--- config.mk ---
export PLATFORM = sky130hd
export DESIGN_NAME = dual_mode_ctrl
export DESIGN_NICKNAME = d
export VERILOG_FILES = /design/src/rtl/dmc_pkg.sv /design/src/rtl/dmc_sync.sv /design/src/rtl/dmc_pulse_counter.sv /design/src/rtl/dmc_mode_fsm.sv /design/src/rtl/dual_mode_ctrl.sv
export SDC_FILE = /design/constraint.sdc
export NUM_CORES = 1
export LEC_CHECK = 0
export ABC_AREA = 1
export BUFFER_PORTS_ARGS = -buffer_cell sky130_fd_sc_hd__buf_2
export CAP_MARGIN = 40
export CORE_MARGIN = 2
export CORE_UTILIZATION = 28
export DETAILED_ROUTE_END_ITERATION = 6
export PLACE_DENSITY = 0.43
export SYNTH_ARGS = -nofsm -noshare
export SYNTH_HDL_FRONTEND = slang
export SYNTH_HIERARCHICAL = 1
export SYNTH_SLANG_ARGS = --single-unit
--- constraint.sdc ---
create_clock -name clk -period 1.5 [get_ports clk]
set_input_delay 0.225 -clock clk [delete_from_list [all_inputs] [get_ports clk]]
set_output_delay 0.225 -clock clk [all_outputs]
set_load 0.005 [all_outputs]
--- src/rtl/dmc_pkg.sv ---
package dmc_pkg;

    typedef enum logic [1:0] {
        DMC_STREAM = 2'b00,
        DMC_TRANS  = 2'b01,
        DMC_BIDIR  = 2'b10
    } dmc_mode_e;

    localparam int DMC_CNT_W    = 8;
    localparam int DMC_FALLBACK = 128;
    localparam int DMC_STAGES   = 2;

    function automatic logic dmc_rose(input logic now_v, input logic was_v);
        return now_v & ~was_v;
    endfunction

    function automatic logic dmc_fell(input logic now_v, input logic was_v);
        return ~now_v & was_v;
    endfunction

endpackage

--- src/rtl/dmc_sync.sv ---
module dmc_sync #(
    parameter int              WIDTH  = 2,
    parameter int              STAGES = 2,
    parameter logic [WIDTH-1:0] IDLE  = '0
) (
    input  logic             clk,
    input  logic             rst,
    input  logic [WIDTH-1:0] async_in,
    output logic [WIDTH-1:0] lvl,
    output logic [WIDTH-1:0] prv
);
    logic [STAGES-1:0][WIDTH-1:0] chain;

    always_ff @(posedge clk) begin
        if (rst) chain[0] <= IDLE;
        else     chain[0] <= async_in;
    end

    for (genvar s = 1; s < STAGES; s++) begin : g_stage
        always_ff @(posedge clk) begin
            if (rst) chain[s] <= IDLE;
            else     chain[s] <= chain[s-1];
        end
    end

    always_ff @(posedge clk) begin
        if (rst) prv <= IDLE;
        else     prv <= chain[STAGES-1];
    end

    assign lvl = chain[STAGES-1];
endmodule

--- src/rtl/dmc_pulse_counter.sv ---
module dmc_pulse_counter #(
    parameter int W     = 8,
    parameter int LIMIT = 128
) (
    input  logic         clk,
    input  logic         rst,
    input  logic         clear,
    input  logic         inc,
    output logic [W-1:0] cnt,
    output logic         hit
);
    localparam logic [W-1:0] LIM_V = W'(LIMIT);

    function automatic logic [W-1:0] sat_inc(input logic [W-1:0] v);
        return (v == {W{1'b1}}) ? v : v + 1'b1;
    endfunction

    logic [W-1:0] nxt;

    always_comb begin
        nxt = sat_inc(cnt);
        hit = inc && !clear && (nxt >= LIM_V);
    end

    always_ff @(posedge clk) begin
        if (rst || clear || hit) cnt <= '0;
        else if (inc)            cnt <= nxt;
    end
endmodule

--- src/rtl/dmc_mode_fsm.sv ---
module dmc_mode_fsm
    import dmc_pkg::*;
(
    input  logic      clk,
    input  logic      rst,
    input  logic      scl_fall,
    input  logic      addr_match,
    input  logic      limit_hit,
    output dmc_mode_e mode,
    output logic      cnt_clear,
    output logic      restart
);
    dmc_mode_e nxt_mode;

    always_comb begin
        nxt_mode  = mode;
        cnt_clear = (mode != DMC_TRANS) || scl_fall;
        unique case (mode)
            DMC_STREAM: if (scl_fall) nxt_mode = DMC_TRANS;
            DMC_TRANS: begin
                if (addr_match)     nxt_mode = DMC_BIDIR;
                else if (limit_hit) nxt_mode = DMC_STREAM;
            end
            DMC_BIDIR:  nxt_mode = DMC_BIDIR;
            default:    nxt_mode = DMC_STREAM;
        endcase
    end

    always_ff @(posedge clk) begin
        if (rst) begin
            mode    <= DMC_STREAM;
            restart <= 1'b0;
        end else begin
            mode    <= nxt_mode;
            restart <= (mode == DMC_TRANS) && (nxt_mode == DMC_STREAM);
        end
    end
endmodule

--- src/rtl/dual_mode_ctrl.sv ---
module dual_mode_ctrl
    import dmc_pkg::*;
#(
    parameter int CNT_W    = DMC_CNT_W,
    parameter int FALLBACK = DMC_FALLBACK,
    parameter int STAGES   = DMC_STAGES
) (
    input  logic       clk,
    input  logic       rst,
    input  logic       scl_in,
    input  logic       vclk_in,
    input  logic       addr_match,
    output logic [1:0] mode_o,
    output logic       restart_stream
);
    localparam int         LINES      = 2;
    localparam int         IX_SCL     = 0;
    localparam int         IX_VCLK    = 1;
    localparam logic [1:0] LINE_IDLE  = 2'b01;

    logic [LINES-1:0] line_lvl, line_prv;
    logic             scl_fall, vclk_rise, cnt_inc, cnt_clear, limit_hit;
    logic [CNT_W-1:0] vclk_cnt;
    dmc_mode_e        mode;

    dmc_sync #(.WIDTH(LINES), .STAGES(STAGES), .IDLE(LINE_IDLE)) u_sync (
        .clk      (clk),
        .rst      (rst),
        .async_in ({vclk_in, scl_in}),
        .lvl      (line_lvl),
        .prv      (line_prv)
    );

    assign scl_fall  = dmc_fell(line_lvl[IX_SCL],  line_prv[IX_SCL]);
    assign vclk_rise = dmc_rose(line_lvl[IX_VCLK], line_prv[IX_VCLK]);
    assign cnt_inc   = vclk_rise && line_lvl[IX_SCL];

    dmc_pulse_counter #(.W(CNT_W), .LIMIT(FALLBACK)) u_cnt (
        .clk   (clk),
        .rst   (rst),
        .clear (cnt_clear),
        .inc   (cnt_inc),
        .cnt   (vclk_cnt),
        .hit   (limit_hit)
    );

    dmc_mode_fsm u_fsm (
        .clk        (clk),
        .rst        (rst),
        .scl_fall   (scl_fall),
        .addr_match (addr_match),
        .limit_hit  (limit_hit),
        .mode       (mode),
        .cnt_clear  (cnt_clear),
        .restart    (restart_stream)
    );

    assign mode_o = mode;
endmodule

==> metrics.log <==
[metrics] run status: finished clean
[metrics] worst r2r path cells: 11
[metrics] Syn Area/Cell: 7.203 um^2
[metrics] Distinct cells, synth: 19
[metrics] number of buffers added to fix hold violations after cts: 0
[metrics] cell accounting for the most synthesized area: dfxtp_1
[metrics] Worst setup EP type: flip-flop
[metrics] sequential cell area fraction in the yosys report: 42.57%
[metrics] average wire per standard cell: 8.961 um
[metrics] diode insertion count for antenna repair: 0
[metrics] number of max-capacitance violations reported: 0
[metrics] final slew viol count: 0
[metrics] net total in the final layout: 131
[metrics] Die Footprint: ~0.0033 mm^2
[metrics] category of the worst setup path launch point: flip-flop
[metrics] last weighted congestion value of the routability-driven placer: 0.6862
[metrics] overall via count from detail_route: 642
[metrics] Filler Cells Inserted: between 200 and 300
[metrics] highest cell delay on the worst timing path: 0.34 ns
[metrics] layout overhead on the synthesized area: 15.34%
[metrics] antenna violations before repair: 0
[metrics] number of global-route vias before repair: around 570
[metrics] time the worst path needs with I/O delays and setup: 1.358 ns
[metrics] total wire length: 1389 um
[metrics] reg2reg end: u_fsm/restart$_SDFF_PP0_
[metrics] total I/O pin count: 8
[metrics] pin count of the biggest net entering global routing: 11
[metrics] Root Buffer: clkbuf_4
[metrics] data arrival time of the worst path: 1.60 ns
[metrics] final setup fails: 0
[metrics] setup tns final: 0 ns
[metrics] number of rows created at floorplan: 19
[metrics] Pwr per Cell Area: 820.3 mW/mm^2
[metrics] GRT Total Usage: 9.448%
[metrics] initial core utilization: 29.24%
[metrics] GRT overflow: 0
[metrics] ordered cell list for the critical path: ha_2 > nand2_1 > nor2_4 > nand2_2 > nand3_2 > nand2_2 > nor2_1 > nand2_1 > nand2_1 > nor2_1 > nor2_1
[metrics] kind of critical path: flip-flop to flip-flop
[metrics] number of storage elements in the synthesis netlist: 17
[metrics] clock-pin slew of the registers on the worst-case setup and hold paths: 0.10 ns
[metrics] Worst-Skew Late Latency: 0.29 ns
[metrics] number of remaining DRC errors: 0
[metrics] Syn Nets: 117
[metrics] total non-filler cell area in the finished layout: roughly 900 um^2
[metrics] clock tree from TritonCTS: yes
[metrics] number of enable flip-flop cells after synthesis: 0
[metrics] hold path endpoint: u_sync/chain[0]$_SDFF_PP1_
[metrics] top flip-flop cell by instance count after synthesis: dfxtp_1
[metrics] number of buffers added on ports: 7
[metrics] cell depth of the worst hold path: 3
[metrics] worst ir drop on vdd: 0.0006111 V
[metrics] detail-routed via count per cell: ~4.1
[metrics] Max Clock Freq: 736.4 MHz
[metrics] standard cell area after detailed placement: 869.6 um^2
[metrics] fin crit share: 90.53%
[metrics] CTS H-tree lvls: 1
[metrics] top cells by count, synth: nand2_1 (22), nor2_1 (19), dfxtp_1 (17), inv_1 (15), nand3_1 (10)
[metrics] clk_skew: 0.003593 ns
[metrics] Die Y-Extent: 57.44 um
[metrics] origin of the critical flop-to-flop path: u_cnt/cnt[1]$_SDFFE_PP0P_
[metrics] placeable core region: ~0.0027 mm^2
[metrics] tightest slew margin relative to the limit: 81.14%
[metrics] Worst Max-Slew Pin Slew: 0.2826 ns
[metrics] register area: 342.8 um^2
[metrics] multi-input combinational cell area: around 380 um^2
[metrics] highest net fanout along the worst path: 2
[metrics] most frequently used cell type in the post-synthesis netlist: nand2_1
[metrics] layout cells sized above 1: 26.61%
[metrics] post-detailed-placement half-perimeter wirelength: 995 um
[metrics] area share of the leading cell type in the synthesized netlist: 42.57%
[metrics] Routed Antenna Nets: 0
[metrics] cells taking the most area after synthesis: dfxtp_1 (43%), nand2_1 (10%), nor2_1 (8.9%)
[metrics] static power due to leakage: approximately 0.38 nW
[metrics] cells after synthesis: ~110
[metrics] share of flip-flops with an asynchronous set or reset after synthesis: 0%
[metrics] Slowest cell on crit path: dfxtp_2
[metrics] total number of clock tree sinks: 17
[metrics] clock buffers created by TritonCTS: 3
[metrics] Worst Hold Launch: scl_in
[metrics] Yosys warnings: 6
[metrics] maximum number of buffers from clock root to sink: 2
[metrics] first drt pass iteration count: 4
[metrics] number of violations reported at the end of detailed-routing iteration 0: 13
[metrics] x dimension of the die: 57.44 um
[metrics] post-layout power: 0.7564 mW
[metrics] class of the most critical hold timing path: primary input to flip-flop
[metrics] first-pass GRT wire length: roughly 2400 um
[metrics] Post-Synthesis Cell Area: 799.5 um^2
[metrics] CP required: about 1.7 ns
[metrics] setup slack, reg-to-reg: between 0.1 and 0.15 ns
[metrics] final hold violations: 0
[report_power, final]
part,internal (mW),total (mW),switching (mW)
logic,0.0171,0.0438,0.0267
clock network,0.0991,0.246,0.147
registers,0.461,0.467,0.00596
[registers in the layout, indices dropped and copies added (netlist names)]
| signal | count |
|---|---|
| u_fsm/mode | 2 |
| u_fsm/restart | 1 |
| u_cnt/cnt | 8 |
| u_sync/lvl | 2 |
| u_sync/prv | 2 |
| u_sync/chain | 2 |
[cells by family after synthesis]
kind of cell | synth area share [%]
XOR/XNOR | 4.381
flip-flops | 42.57
buffers and inverters | 11.27
AND/OR/NAND/NOR | 37.40
AO/OA/AOI/OAI | 2.817
adder cells (fa/ha/maj) | 1.565
[worst max-delay path by stage]
stage                              start                        to  slack, ns  cells after the start
2_1_floorplan  u_cnt/cnt[0]$_SDFFE_PP0P_  u_fsm/restart$_SDFF_PP0_       0.12                     11
6_report       u_cnt/cnt[1]$_SDFFE_PP0P_  u_fsm/restart$_SDFF_PP0_       0.14                     11
4_1_cts        u_cnt/cnt[1]$_SDFFE_PP0P_  u_fsm/restart$_SDFF_PP0_       0.08                     11
3_3_place_gp   u_cnt/cnt[1]$_SDFFE_PP0P_  u_fsm/restart$_SDFF_PP0_       0.12                     11
3_5_place_dp   u_cnt/cnt[1]$_SDFFE_PP0P_  u_fsm/restart$_SDFF_PP0_       0.11                     11
5_1_grt        u_cnt/cnt[0]$_SDFFE_PP0P_  u_fsm/restart$_SDFF_PP0_     -0.008                     11
[repair_timing]
item	4_1_cts	5_1_grt
gates resized for setup	0	4
setup buffers	0	2
endpoints found under the setup margin	0	3
[per-layer routing]
layer	track usage (%)	part of all wire, %
met5	0	0
met3	4.762	5.2
met2	14.94	45
met4	2.990	1.2
met1	11.16	49
[stage by stage]
step           util (%)  setup WS, ns  hold slack (ns)  instances
3_3_place_gp      31.81        0.1154           0.3908        149
5_1_grt           33.73     -0.007722          0.07694        155
4_1_cts           32.81       0.08314          0.07989        153
2_1_floorplan         -        0.1231           0.2941        111
6_report          33.73        0.1420          0.09440        155
3_5_place_dp      31.81        0.1087           0.3976        149
[worst max-delay path, delay by kind of cell (launching register included)]
| family | cells | cell delay [ns] |
|---|---|---|
| flops | 1 | 0.34 |
| simple gates | 10 | 0.81 |
| fa+ha+maj | 1 | 0.17 |
[area by class of cell]
cell class / instances / area share, %
Clock buffer: 3 / 2.442
Clock inverter: 1 / 0.5427
Inverter: 17 / 6.920
Multi-Input combinational cell: 74 / 40.84
Sequential cell: 17 / 37.18
Tap cell: 31 / 4.206
Timing Repair Buffer: 12 / 7.870
[placed cells by master, fill, tap and decap left out, drive strengths merged]
| cell type | Yosys | final |
|---|---|---|
| a21oi | 2 | 2 |
| nand2 | 27 | 27 |
| nor4 | 1 | 1 |
| clkbuf | 0 | 3 |
| nand3 | 11 | 11 |
| clkinv | 0 | 1 |
| inv | 17 | 17 |
| o21bai | 1 | 1 |
| o21ai | 1 | 1 |
| dfxtp | 17 | 17 |
| nor2 | 25 | 25 |
| xor2 | 4 | 4 |
| ha | 1 | 1 |
| nor3 | 1 | 1 |
| buf | 3 | 12 |
(Power assumes the default switching activity.)
